$ cat src/rtl/link_speed_seq_pkg.sv
package link_speed_seq_pkg;
  localparam int SPD_W   = 4;
  localparam int CHG_BIT = 17;
  localparam int GEN_LSB = 16;

  typedef enum logic [1:0] {MOD_GEN1, MOD_GEN2, MOD_CHG} modSel_e;

  typedef struct packed {
    logic    capture;
    modSel_e modSel;
    logic    cntClr;
    logic    cntInc;
    logic    tmrLoad;
    logic    genClr;
    logic    genLd;
  } dpStrobe_t;

  typedef struct packed {
    logic cntLast;
    logic tmrDone;
    logic chgBusy;
  } dpFlag_t;
endpackage

$ cat src/rtl/link_speed_seq_dp.sv
module link_speed_seq_dp
  import link_speed_seq_pkg::*;
#(
  parameter int MAX_POLLS = 200,
  parameter int POLL_WAIT = 12500
) (
  input  logic        clk,
  input  logic        rst,
  input  dpStrobe_t   stb,
  input  logic        busAck,
  input  logic [31:0] busRdata,
  output logic [31:0] busWdata,
  output logic [3:0]  gen,
  output dpFlag_t     flg
);
  localparam int CNT_W = $clog2(MAX_POLLS + 1);
  localparam int TMR_W = (POLL_WAIT > 1) ? $clog2(POLL_WAIT) : 1;
  localparam logic [CNT_W-1:0] CNT_LAST = CNT_W'(MAX_POLLS - 1);
  localparam logic [TMR_W-1:0] TMR_INIT = (POLL_WAIT > 0) ? TMR_W'(POLL_WAIT - 1) : '0;

  logic [31:0]      dataReg;
  logic [CNT_W-1:0] pollCnt;
  logic [TMR_W-1:0] waitTmr;
  logic [3:0]       genReg;

  always_ff @(posedge clk) begin
    if (rst) begin
      dataReg <= '0;
      pollCnt <= '0;
      waitTmr <= '0;
      genReg  <= '0;
    end else begin
      if (stb.capture && busAck) dataReg <= busRdata;
      if (stb.cntClr)      pollCnt <= '0;
      else if (stb.cntInc) pollCnt <= pollCnt + 1'b1;
      if (stb.tmrLoad)          waitTmr <= TMR_INIT;
      else if (waitTmr != '0)   waitTmr <= waitTmr - 1'b1;
      if (stb.genClr)     genReg <= '0;
      else if (stb.genLd) genReg <= busRdata[GEN_LSB +: 4];
    end
  end

  always_comb begin
    unique case (stb.modSel)
      MOD_GEN1: busWdata = {dataReg[31:SPD_W], SPD_W'(1)};
      MOD_GEN2: busWdata = {dataReg[31:SPD_W], SPD_W'(2)};
      MOD_CHG:  busWdata = dataReg | (32'd1 << CHG_BIT);
      default:  busWdata = dataReg;
    endcase
  end

  assign flg.cntLast = (pollCnt == CNT_LAST);
  assign flg.tmrDone = (waitTmr == '0);
  assign flg.chgBusy = busRdata[CHG_BIT];
  assign gen         = genReg;
endmodule

$ cat src/rtl/link_speed_seq_ctrl.sv
module link_speed_seq_ctrl
  import link_speed_seq_pkg::*;
#(
  parameter int              ADDR_W    = 12,
  parameter int              POLL_WAIT = 12500,
  parameter logic [ADDR_W-1:0] CAP_ADDR  = 'h07C,
  parameter logic [ADDR_W-1:0] CTRL_ADDR = 'h80C,
  parameter logic [ADDR_W-1:0] STAT_ADDR = 'h080
) (
  input  logic              clk,
  input  logic              rst,
  input  logic              start,
  input  logic              linkUp,
  input  logic              busAck,
  input  dpFlag_t           flg,
  output dpStrobe_t         stb,
  output logic              busReq,
  output logic              busWr,
  output logic [ADDR_W-1:0] busAddr,
  output logic              trainEn,
  output logic              busy,
  output logic              done,
  output logic              pass
);
  typedef enum logic [3:0] {
    S_IDLE, S_CAP1_RD, S_CAP1_WR, S_LW_CHK, S_LW_WAIT,
    S_CAP2_RD, S_CAP2_WR, S_CHG_RD, S_CHG_WR,
    S_SC_RD, S_SC_WAIT, S_STAT_RD
  } state_e;

  state_e state, nextState;
  logic   secondWait;
  logic   setTrain, clrTrain, setSecond, finOk, finFail;

  always_comb begin
    nextState = state;
    stb       = '0;
    stb.modSel = MOD_GEN1;
    busReq    = 1'b0;
    busWr     = 1'b0;
    busAddr   = '0;
    setTrain  = 1'b0;
    clrTrain  = 1'b0;
    setSecond = 1'b0;
    finOk     = 1'b0;
    finFail   = 1'b0;
    unique case (state)
      S_IDLE: if (start) begin
        stb.genClr = 1'b1;
        clrTrain   = 1'b1;
        nextState  = S_CAP1_RD;
      end
      S_CAP1_RD: begin
        busReq = 1'b1; busAddr = CAP_ADDR; stb.capture = 1'b1;
        if (busAck) nextState = S_CAP1_WR;
      end
      S_CAP1_WR: begin
        busReq = 1'b1; busWr = 1'b1; busAddr = CAP_ADDR; stb.modSel = MOD_GEN1;
        if (busAck) begin
          setTrain = 1'b1; stb.cntClr = 1'b1; nextState = S_LW_CHK;
        end
      end
      S_LW_CHK: begin
        if (linkUp) begin
          stb.cntClr = 1'b1;
          nextState  = secondWait ? S_STAT_RD : S_CAP2_RD;
        end else if (flg.cntLast) begin
          finFail = 1'b1; nextState = S_IDLE;
        end else begin
          stb.cntInc = 1'b1; stb.tmrLoad = 1'b1;
          nextState  = (POLL_WAIT > 0) ? S_LW_WAIT : S_LW_CHK;
        end
      end
      S_LW_WAIT: if (flg.tmrDone) nextState = S_LW_CHK;
      S_CAP2_RD: begin
        busReq = 1'b1; busAddr = CAP_ADDR; stb.capture = 1'b1;
        if (busAck) nextState = S_CAP2_WR;
      end
      S_CAP2_WR: begin
        busReq = 1'b1; busWr = 1'b1; busAddr = CAP_ADDR; stb.modSel = MOD_GEN2;
        if (busAck) nextState = S_CHG_RD;
      end
      S_CHG_RD: begin
        busReq = 1'b1; busAddr = CTRL_ADDR; stb.capture = 1'b1;
        if (busAck) nextState = S_CHG_WR;
      end
      S_CHG_WR: begin
        busReq = 1'b1; busWr = 1'b1; busAddr = CTRL_ADDR; stb.modSel = MOD_CHG;
        if (busAck) begin
          stb.cntClr = 1'b1; nextState = S_SC_RD;
        end
      end
      S_SC_RD: begin
        busReq = 1'b1; busAddr = CTRL_ADDR;
        if (busAck) begin
          if (!flg.chgBusy) begin
            stb.cntClr = 1'b1; setSecond = 1'b1; nextState = S_LW_CHK;
          end else if (flg.cntLast) begin
            finFail = 1'b1; nextState = S_IDLE;
          end else begin
            stb.cntInc = 1'b1; stb.tmrLoad = 1'b1;
            nextState  = (POLL_WAIT > 0) ? S_SC_WAIT : S_SC_RD;
          end
        end
      end
      S_SC_WAIT: if (flg.tmrDone) nextState = S_SC_RD;
      S_STAT_RD: begin
        busReq = 1'b1; busAddr = STAT_ADDR;
        if (busAck) begin
          stb.genLd = 1'b1; finOk = 1'b1; nextState = S_IDLE;
        end
      end
      default: nextState = S_IDLE;
    endcase
  end

  always_ff @(posedge clk) begin
    if (rst) begin
      state      <= S_IDLE;
      secondWait <= 1'b0;
      trainEn    <= 1'b0;
      done       <= 1'b0;
      pass       <= 1'b0;
    end else begin
      state <= nextState;
      done  <= finOk | finFail;
      pass  <= finOk;
      if (clrTrain)      trainEn <= 1'b0;
      else if (setTrain) trainEn <= 1'b1;
      if (setTrain)       secondWait <= 1'b0;
      else if (setSecond) secondWait <= 1'b1;
    end
  end

  assign busy = (state != S_IDLE);
endmodule

$ cat src/rtl/link_speed_seq.sv
module link_speed_seq
  import link_speed_seq_pkg::*;
#(
  parameter int              ADDR_W    = 12,
  parameter int              MAX_POLLS = 200,
  parameter int              POLL_WAIT = 12500,
  parameter logic [ADDR_W-1:0] CAP_ADDR  = 'h07C,
  parameter logic [ADDR_W-1:0] CTRL_ADDR = 'h80C,
  parameter logic [ADDR_W-1:0] STAT_ADDR = 'h080
) (
  input  logic              clk,
  input  logic              rst,
  input  logic              start,
  input  logic              linkUp,
  output logic              busReq,
  output logic              busWr,
  output logic [ADDR_W-1:0] busAddr,
  output logic [31:0]       busWdata,
  input  logic [31:0]       busRdata,
  input  logic              busAck,
  output logic              trainEn,
  output logic              busy,
  output logic              done,
  output logic              pass,
  output logic [3:0]        gen
);
  dpStrobe_t stb;
  dpFlag_t   flg;

  link_speed_seq_ctrl #(
    .ADDR_W(ADDR_W), .POLL_WAIT(POLL_WAIT),
    .CAP_ADDR(CAP_ADDR), .CTRL_ADDR(CTRL_ADDR), .STAT_ADDR(STAT_ADDR)
  ) i_ctrl (
    .clk(clk), .rst(rst), .start(start), .linkUp(linkUp), .busAck(busAck),
    .flg(flg), .stb(stb), .busReq(busReq), .busWr(busWr), .busAddr(busAddr),
    .trainEn(trainEn), .busy(busy), .done(done), .pass(pass)
  );

  link_speed_seq_dp #(.MAX_POLLS(MAX_POLLS), .POLL_WAIT(POLL_WAIT)) i_dp (
    .clk(clk), .rst(rst), .stb(stb), .busAck(busAck), .busRdata(busRdata),
    .busWdata(busWdata), .gen(gen), .flg(flg)
  );
endmodule

$ cat config.mk
export PLATFORM = sky130hd
export DESIGN_NAME = link_speed_seq
export DESIGN_NICKNAME = d
export VERILOG_FILES = /design/src/rtl/link_speed_seq_pkg.sv /design/src/rtl/link_speed_seq_dp.sv /design/src/rtl/link_speed_seq_ctrl.sv /design/src/rtl/link_speed_seq.sv
export SDC_FILE = /design/constraint.sdc
export NUM_CORES = 1
export LEC_CHECK = 0
export ABC_AREA = 0
export BUFFER_PORTS_ARGS = -buffer_cell sky130_fd_sc_hd__clkbuf_2
export CORE_ASPECT_RATIO = 1.75
export CORE_UTILIZATION = 55
export DETAILED_ROUTE_END_ITERATION = 10
export GPL_TIMING_DRIVEN = 0
export PLACE_DENSITY = 0.92
export SYNTH_ARGS = -nofsm -noshare
export SYNTH_HDL_FRONTEND = slang
export SYNTH_HIERARCHICAL = 1
export SYNTH_SLANG_ARGS = --single-unit
$ cat constraint.sdc
create_clock -name clk -period 4.5 [get_ports clk]
set_input_delay 0.9 -clock clk [delete_from_list [all_inputs] [get_ports clk]]
set_output_delay 0.9 -clock clk [all_outputs]
set_load 0.005 [all_outputs]
==> results of run 1 <==
==> metrics by stage <==
stage / setup WS, ns / hold slack (ns) / total power, uW
2_1_floorplan: 1.69 / 0.432 / 1640
3_3_place_gp: 1.22 / 0.439 / 1910
3_5_place_dp: 1.21 / 0.447 / 1950
4_1_cts: 1.54 / 0.457 / 2510
5_1_grt: 1.34 / 0.473 / 2680
6_report: 1.51 / 0.455 / 2510
==> cells by family after synthesis <==
family / synth area share, %
xor gates and xnor gates: 2.08
DFF: 39.2
other: 0.111
AOI/OAI and AO/OA: 16.7
and+or+nand+nor: 25.7
adders and majority gates: 0.742
buffers and inverters: 13.1
muxes: 2.45
==> routing by layer <==
metal	global-route usage, %	vias to the layer above
met5	0	-
met4	14.3	0
met3	5.64	34
met2	47.0	124
met1	25.2	1450
li1	-	1611
==> cell type report <==
type	count	area, um^2
Timing Repair Buffer	84	420
Fill cell	471	1760
Tap cell	78	97.6
Clock buffer	9	124
Sequential cell	66	1320
Inverter	12	45.0
Buffer	62	397
Clock inverter	7	92.6
Multi-Input combinational cell	288	1620
==> final timing paths <==
kind	slack [ns]	endpoint	start
max	1.51	i_dp/pollCnt[7]	i_ctrl/state[2]
min reg2reg	0.46	i_dp/dataReg[18]	i_dp/dataReg[18]
max reg2reg	1.51	i_dp/pollCnt[7]	i_ctrl/state[2]
min	0.46	i_dp/dataReg[18]	i_dp/dataReg[18]
==> power breakdown <==
group	internal (uW)	switching, uW
clock network	312	229
logic	525	638
registers	696	112
==> cell usage after synthesis (2+ instances only) <==
master    instances
a211oi_1          2
a21o_1            3
a21oi_1          55
a311oi_1          5
a31o_2            2
a31oi_1           5
and2_1            3
and3_1            3
buf_2             2
buf_4            39
buf_6             2
clkbuf_1         18
dfxtp_1          66
ha_1              2
inv_1            11
mux2_2            2
mux2i_1           6
nand2_1          81
nand2b_1          3
nand3b_1          3
nand4_1           8
nand4_2           2
nor2_1           28
nor2b_1           2
nor3_1           13
nor4_1            2
o21ai_0          11
o22ai_1           2
o31ai_1           2
or2_1             2
or2_2             3
or3_1             7
or4_1             3
xnor2_1           4
xor2_1            4
==> worst min-delay path, delay by kind of cell, from the launching register on <==
family,cells,cell delay (ns)
flops,1,0.31
simple gates,1,0.05
compound gates,1,0.05
==> registers in the layout (all words and copies together), names as in the netlist <==
register and cells:
i_ctrl/done 1, i_ctrl/trainEn 1, i_dp/dataReg 32, i_ctrl/state 4, i_ctrl/pass 1, i_ctrl/secondWait 1
i_dp/waitTmr 14, i_dp/gen 4, i_dp/pollCnt 8
==> metrics.md, run 1 <==
| Metric | Value |
|---|---|
| Highest clock rate | `335 MHz` |
| Vias in the first global route | `3022` |
| Yosys reg bits | `66` |
| Final setup fails | `0` |
| Placed cell area | `3910 um^2` |
| WL per Instance | `13.4 um` |
| RSZ-0062 raised after global routing | `no` |
| Crit path required time | `4.77 ns` |
| PortBufs | `84` |
| GR Overflow Total | `0` |
| Die width | `61.2 um` |
| Post-synthesis sequential area ratio | `39.2%` |
| Worst r2r path cells | `11` |
| Final core utilization | `70.1%` |
| Maximum vdd drop | `0.000338 V` |
| Via count | `3219` |
| Slowest-stage cell, CP | `nor3_1` |
| Post-Route M1 WL | `2950 um` |
| Fin Setup TNS | `0 ns` |
| Initial antenna violation count | `0` |
| Synthesized area | `3370 um^2` |
| Post-synth EDFFs | `0` |
| Worst Clk Skew | `0.00948 ns` |
| Critical Path Sink Type | `register` |
| # IOs | `91` |
| DRT antenna net count | `0` |
| Crit Path Max Fanout | `10` |
| Largest net degree at the start of global routing | `13` |
| Worst-Margin Slew | `0.824 ns` |
| Mapped Cells | `424` |
| Leakage | `0.00179 uW` |
| CTS sink count | `66` |
| GRT Util Overall | `25.9%` |
| CP delay by family, top | `simple AND/OR/NAND/NOR gates` |
| Buffers & Inverters on Critical Path | `4` |
| Post-CTS Resized | `0` |
| Worst hold path type | `reg2reg` |
| Global-route wire length before repair | `12700 um` |
| Final GP Congestion | `0.923` |
| Clock transition at path regs | `0.07 ns` |
| Number of setup buffers added after CTS | `0` |
| Final std cells w/o fill | `606` |
| Vias per std cell | `5.31` |
| Syn-to-layout area delta | `22.2%` |
| Top post-synthesis cells by area | `dfxtp_1 39%, nand2_1 9.0%, buf_4 8.7%` |
| Die Y | `106 um` |
| Post-DP HPWL | `6070 um` |
| Slew HR | `44.6%` |
| Starting Density | `57.4%` |
| Hold_buf cts | `0` |
| Placed insts | `590` |
| Most common cell after layout, fill and taps aside | `clkbuf_2` |
| Share of layout cells above drive strength 1 | `30.9%` |
| CORE AREA | `5880 um^2` |
| Post-synth ARST share | `0%` |
| Fin crit share | `66.4%` |
| Pwr dens | `609 nW/um^2` |
| Post-route cell area | `4120 um^2` |
| Die ar. | `6460 um^2` |
| Syn_area_per_cell | `7.95 um^2` |
| Hold path depth | `2` |
| # nets final | `562` |
| Post-synth top area share | `39.2%` |
| DR WL met3 | `478 um` |
| TritonRoute pass-1 iters | `4` |
| Clock latency on the worst-skew pair | `0.34 ns` |
| Slowest cell delay on critical path | `0.49 ns` |
| Final hold viol count | `0` |
| Uppermost layer routed | `met4` |
| Crit path depth | `11` |
| Initial drt markers | `191` |
| CTS tree | `built` |
| Antenna diodes | `0` |
| Post-Route WL | `8120 um` |
| Residual DRC | `0` |
| Critical path type | `reg2reg` |
| Clk Tree Root Cell | `clkbuf_8` |
| Run status | `complete, no violations` |
| Worst EP arrival | `3.26 ns` |
| Worst path cell trace | `buf_6 > clkbuf_1 > nand3b_1 > nor3_1 > a21oi_1 > nor3_1 > buf_4 > clkbuf_1 > nand4_1 > or3_1 > a21oi_1` |
| Most used DFF post-synth | `dfxtp_1` |
| Most frequent cells in the layout | `84 x clkbuf_2, 81 x nand2_1, 66 x dfxtp_1` |
| Clock tree buffer depth | `2` |
| Period minus WS final | `2.99 ns` |
| H-tree levels | `3` |
| Post-synth cell types | `53` |
| Startpoint Class | `register` |
| Slew Viols, Final | `0` |
| Max-cap viol count | `0` |
| CTS buffer count | `9` |
| Area leader, netlist | `dfxtp_1` |
| Total of warnings raised by yosys | `6` |
| DR WL met2 | `4360 um` |
| Row count | `37` |
No activity file was read; power rests on OpenSTA's default activity.
==> run 2, diff against run 1 <==
CORE_UTILIZATION = 53   (was 55)
PLACE_DENSITY = 0.89   (was 0.92)
clock period = 2.84 ns   (was 4.5 ns; I/O delays follow)
==> run 2 against run 1 <==
Net effect: sequential power rose by 57%; worst hold slack lost 0.024 ns; final cell count is 0.33% higher; clock skew rose by 0.0021 ns; highest routed layer unchanged.
==> metrics.md, run 2 (same netlist as run 1, synthesis figures left out) <==
| Metric | Value |
|---|---|
| CTS tree | `built` |
| WL per Instance | `13.4 um` |
| Starting Density | `54.6%` |
| Clk Tree Root Cell | `clkbuf_8` |
| Row count | `38` |
| Most frequent cells in the layout | `84 x clkbuf_2, 81 x nand2_1, 66 x dfxtp_1` |
| Global-route wire length before repair | `13300 um` |
| Slowest cell delay on critical path | `0.51 ns` |
| Final core utilization | `67.4%` |
| Final hold viol count | `0` |
| Clock latency on the worst-skew pair | `0.36 ns` |
| Die ar. | `6700 um^2` |
| Max-cap viol count | `0` |
| Fin Setup TNS | `0 ns` |
| Vias per std cell | `5.33` |
| Placed cell area | `3910 um^2` |
| Fin crit share | `90.8%` |
| H-tree levels | `3` |
| Die Y | `108 um` |
| Worst EP arrival | `2.82 ns` |
| CTS sink count | `66` |
| Residual DRC | `0` |
| Initial drt markers | `162` |
| Post-route cell area | `4170 um^2` |
| Final setup fails | `0` |
| Die width | `62.3 um` |
| Worst Clk Skew | `0.0116 ns` |
| Vias in the first global route | `3151` |
| PortBufs | `84` |
| Buffers & Inverters on Critical Path | `2` |
| Post-DP HPWL | `6020 um` |
| Filler Cell Count | `508` |
| TritonRoute pass-1 iters | `5` |
| Run status | `complete, no violations` |
| Final hold slack | `0.432 ns` |
| Clock tree buffer depth | `2` |
| Top Registers | `i_dp/dataReg x32, i_dp/waitTmr x14, i_dp/pollCnt x8` |
| Crit path required time | `3.08 ns` |
| RSZ-0062 raised after global routing | `no` |
| Clock transition at path regs | `0.08 ns` |
| Pwr dens | `979 nW/um^2` |
| Maximum vdd drop | `0.000484 V` |
| Via count | `3240` |
| Worst-Margin Slew | `1.05 ns` |
| Leakage | `0.00180 uW` |
| CORE AREA | `6180 um^2` |
| Highest clock rate | `388 MHz` |
| Initial antenna violation count | `0` |
| Syn-to-layout area delta | `23.6%` |
| # IOs | `91` |
| GRT Util Overall | `25.1%` |
| Slowest-stage cell, CP | `nor4b_2` |
| Slew Viols, Final | `0` |
| Share of layout cells above drive strength 1 | `30.9%` |
| Period minus WS final | `2.58 ns` |
| Max reg flops | `32` |
| Startpoint Class | `register` |
| CP delay by family, top | `simple AND/OR/NAND/NOR gates` |
| Post-Route WL | `8170 um` |
| Final GP Congestion | `0.905` |
| Largest net degree at the start of global routing | `12` |
| Slew HR | `29.6%` |
| Antenna diodes | `0` |
| Hold_buf cts | `0` |
| DRT antenna net count | `0` |
| Largest Register | `i_dp/dataReg` |
| Crit Path Max Fanout | `11` |
| Critical Path Sink Type | `register` |
| Critical path type | `reg2reg` |
| Most common cell after layout, fill and taps aside | `clkbuf_2` |
| CTS buffer count | `9` |
| Worst hold path type | `in2reg` |
| GR Overflow Total | `0` |
| Worst path cell trace | `inv_1 > ha_1 > nor4b_2 > nand4_2 > inv_2 > mux2_2 > o32a_4 > a21oi_1 > a311oi_1` |
| # nets final | `562` |
[run 2: cell count changes in the layout (fill, tap and decap cells not counted)]
cell       previous run  this run
clkinv_2              3         0
nor3_4                0         1
clkbuf_1             18        19
buf_4                39        40
inv_6                 1         0
nor3_1               13        12
clkbuf_8              9        10
bufinv_16             2         3
[run 2: timing repair]
item	in CTS	in global routing
cloned	0	0
setup endpoints to repair	2	2
resized for setup	1	1
setup buffers	0	1
pin swaps	0	1
[run 2: area by class of cell]
class	count	area (um^2)	area share, %
plain buffers	61	393	9.43
well taps	80	100	2.40
clock buffers	12	145	3.48
flip-flops and latches	66	1320	31.7
clock inverters	4	98.8	2.37
multi-input cells	288	1640	39.2
inverters	12	45.0	1.08
repair buffers	85	428	10.3
[run 2: final timing paths]
path,start,end,slack [ns],cells after the start
worst max-delay path,i_dp/waitTmr[0],i_ctrl/state[0],0.26,9
worst min-delay path,busRdata[15],i_dp/dataReg[15],0.43,3
worst max register to register,i_dp/waitTmr[0],i_ctrl/state[0],0.26,9
worst min register to register,i_dp/dataReg[2],i_dp/dataReg[2],0.45,2
[run 2: tightest hold or removal path, cell delays in order]
cell	delay, ns
clkbuf_2	0.08
nand2_1	0.04
a21oi_1	0.05
[run 2: per-stage QoR]
step / cells / power (uW) / setup slack, ns
finish: 608 / 4080 / 0.261
global route: 608 / 4350 / 0.0443
CTS: 608 / 4070 / 0.0700
detailed placement: 592 / 3080 / -0.164
global placement: 592 / 3030 / -0.128
floorplan: 428 / 2600 / 0.344
[run 2: metal layers]
metal,vias up,global-route usage [%],part of all wire [%]
met4,0,15.6,3.4
met5,-,0,0
met1,1475,24.5,38
met2,130,46.8,52
li1,1608,-,-
met3,27,5.83,5.7
[run 2: report_power, final]
group	internal (uW)	switching (uW)	leakage, uW
Sequential	1100	172	0.000537
Combinational	833	1000	0.00115
Clock	609	360	0.000121
Total	2540	1540	0.00180
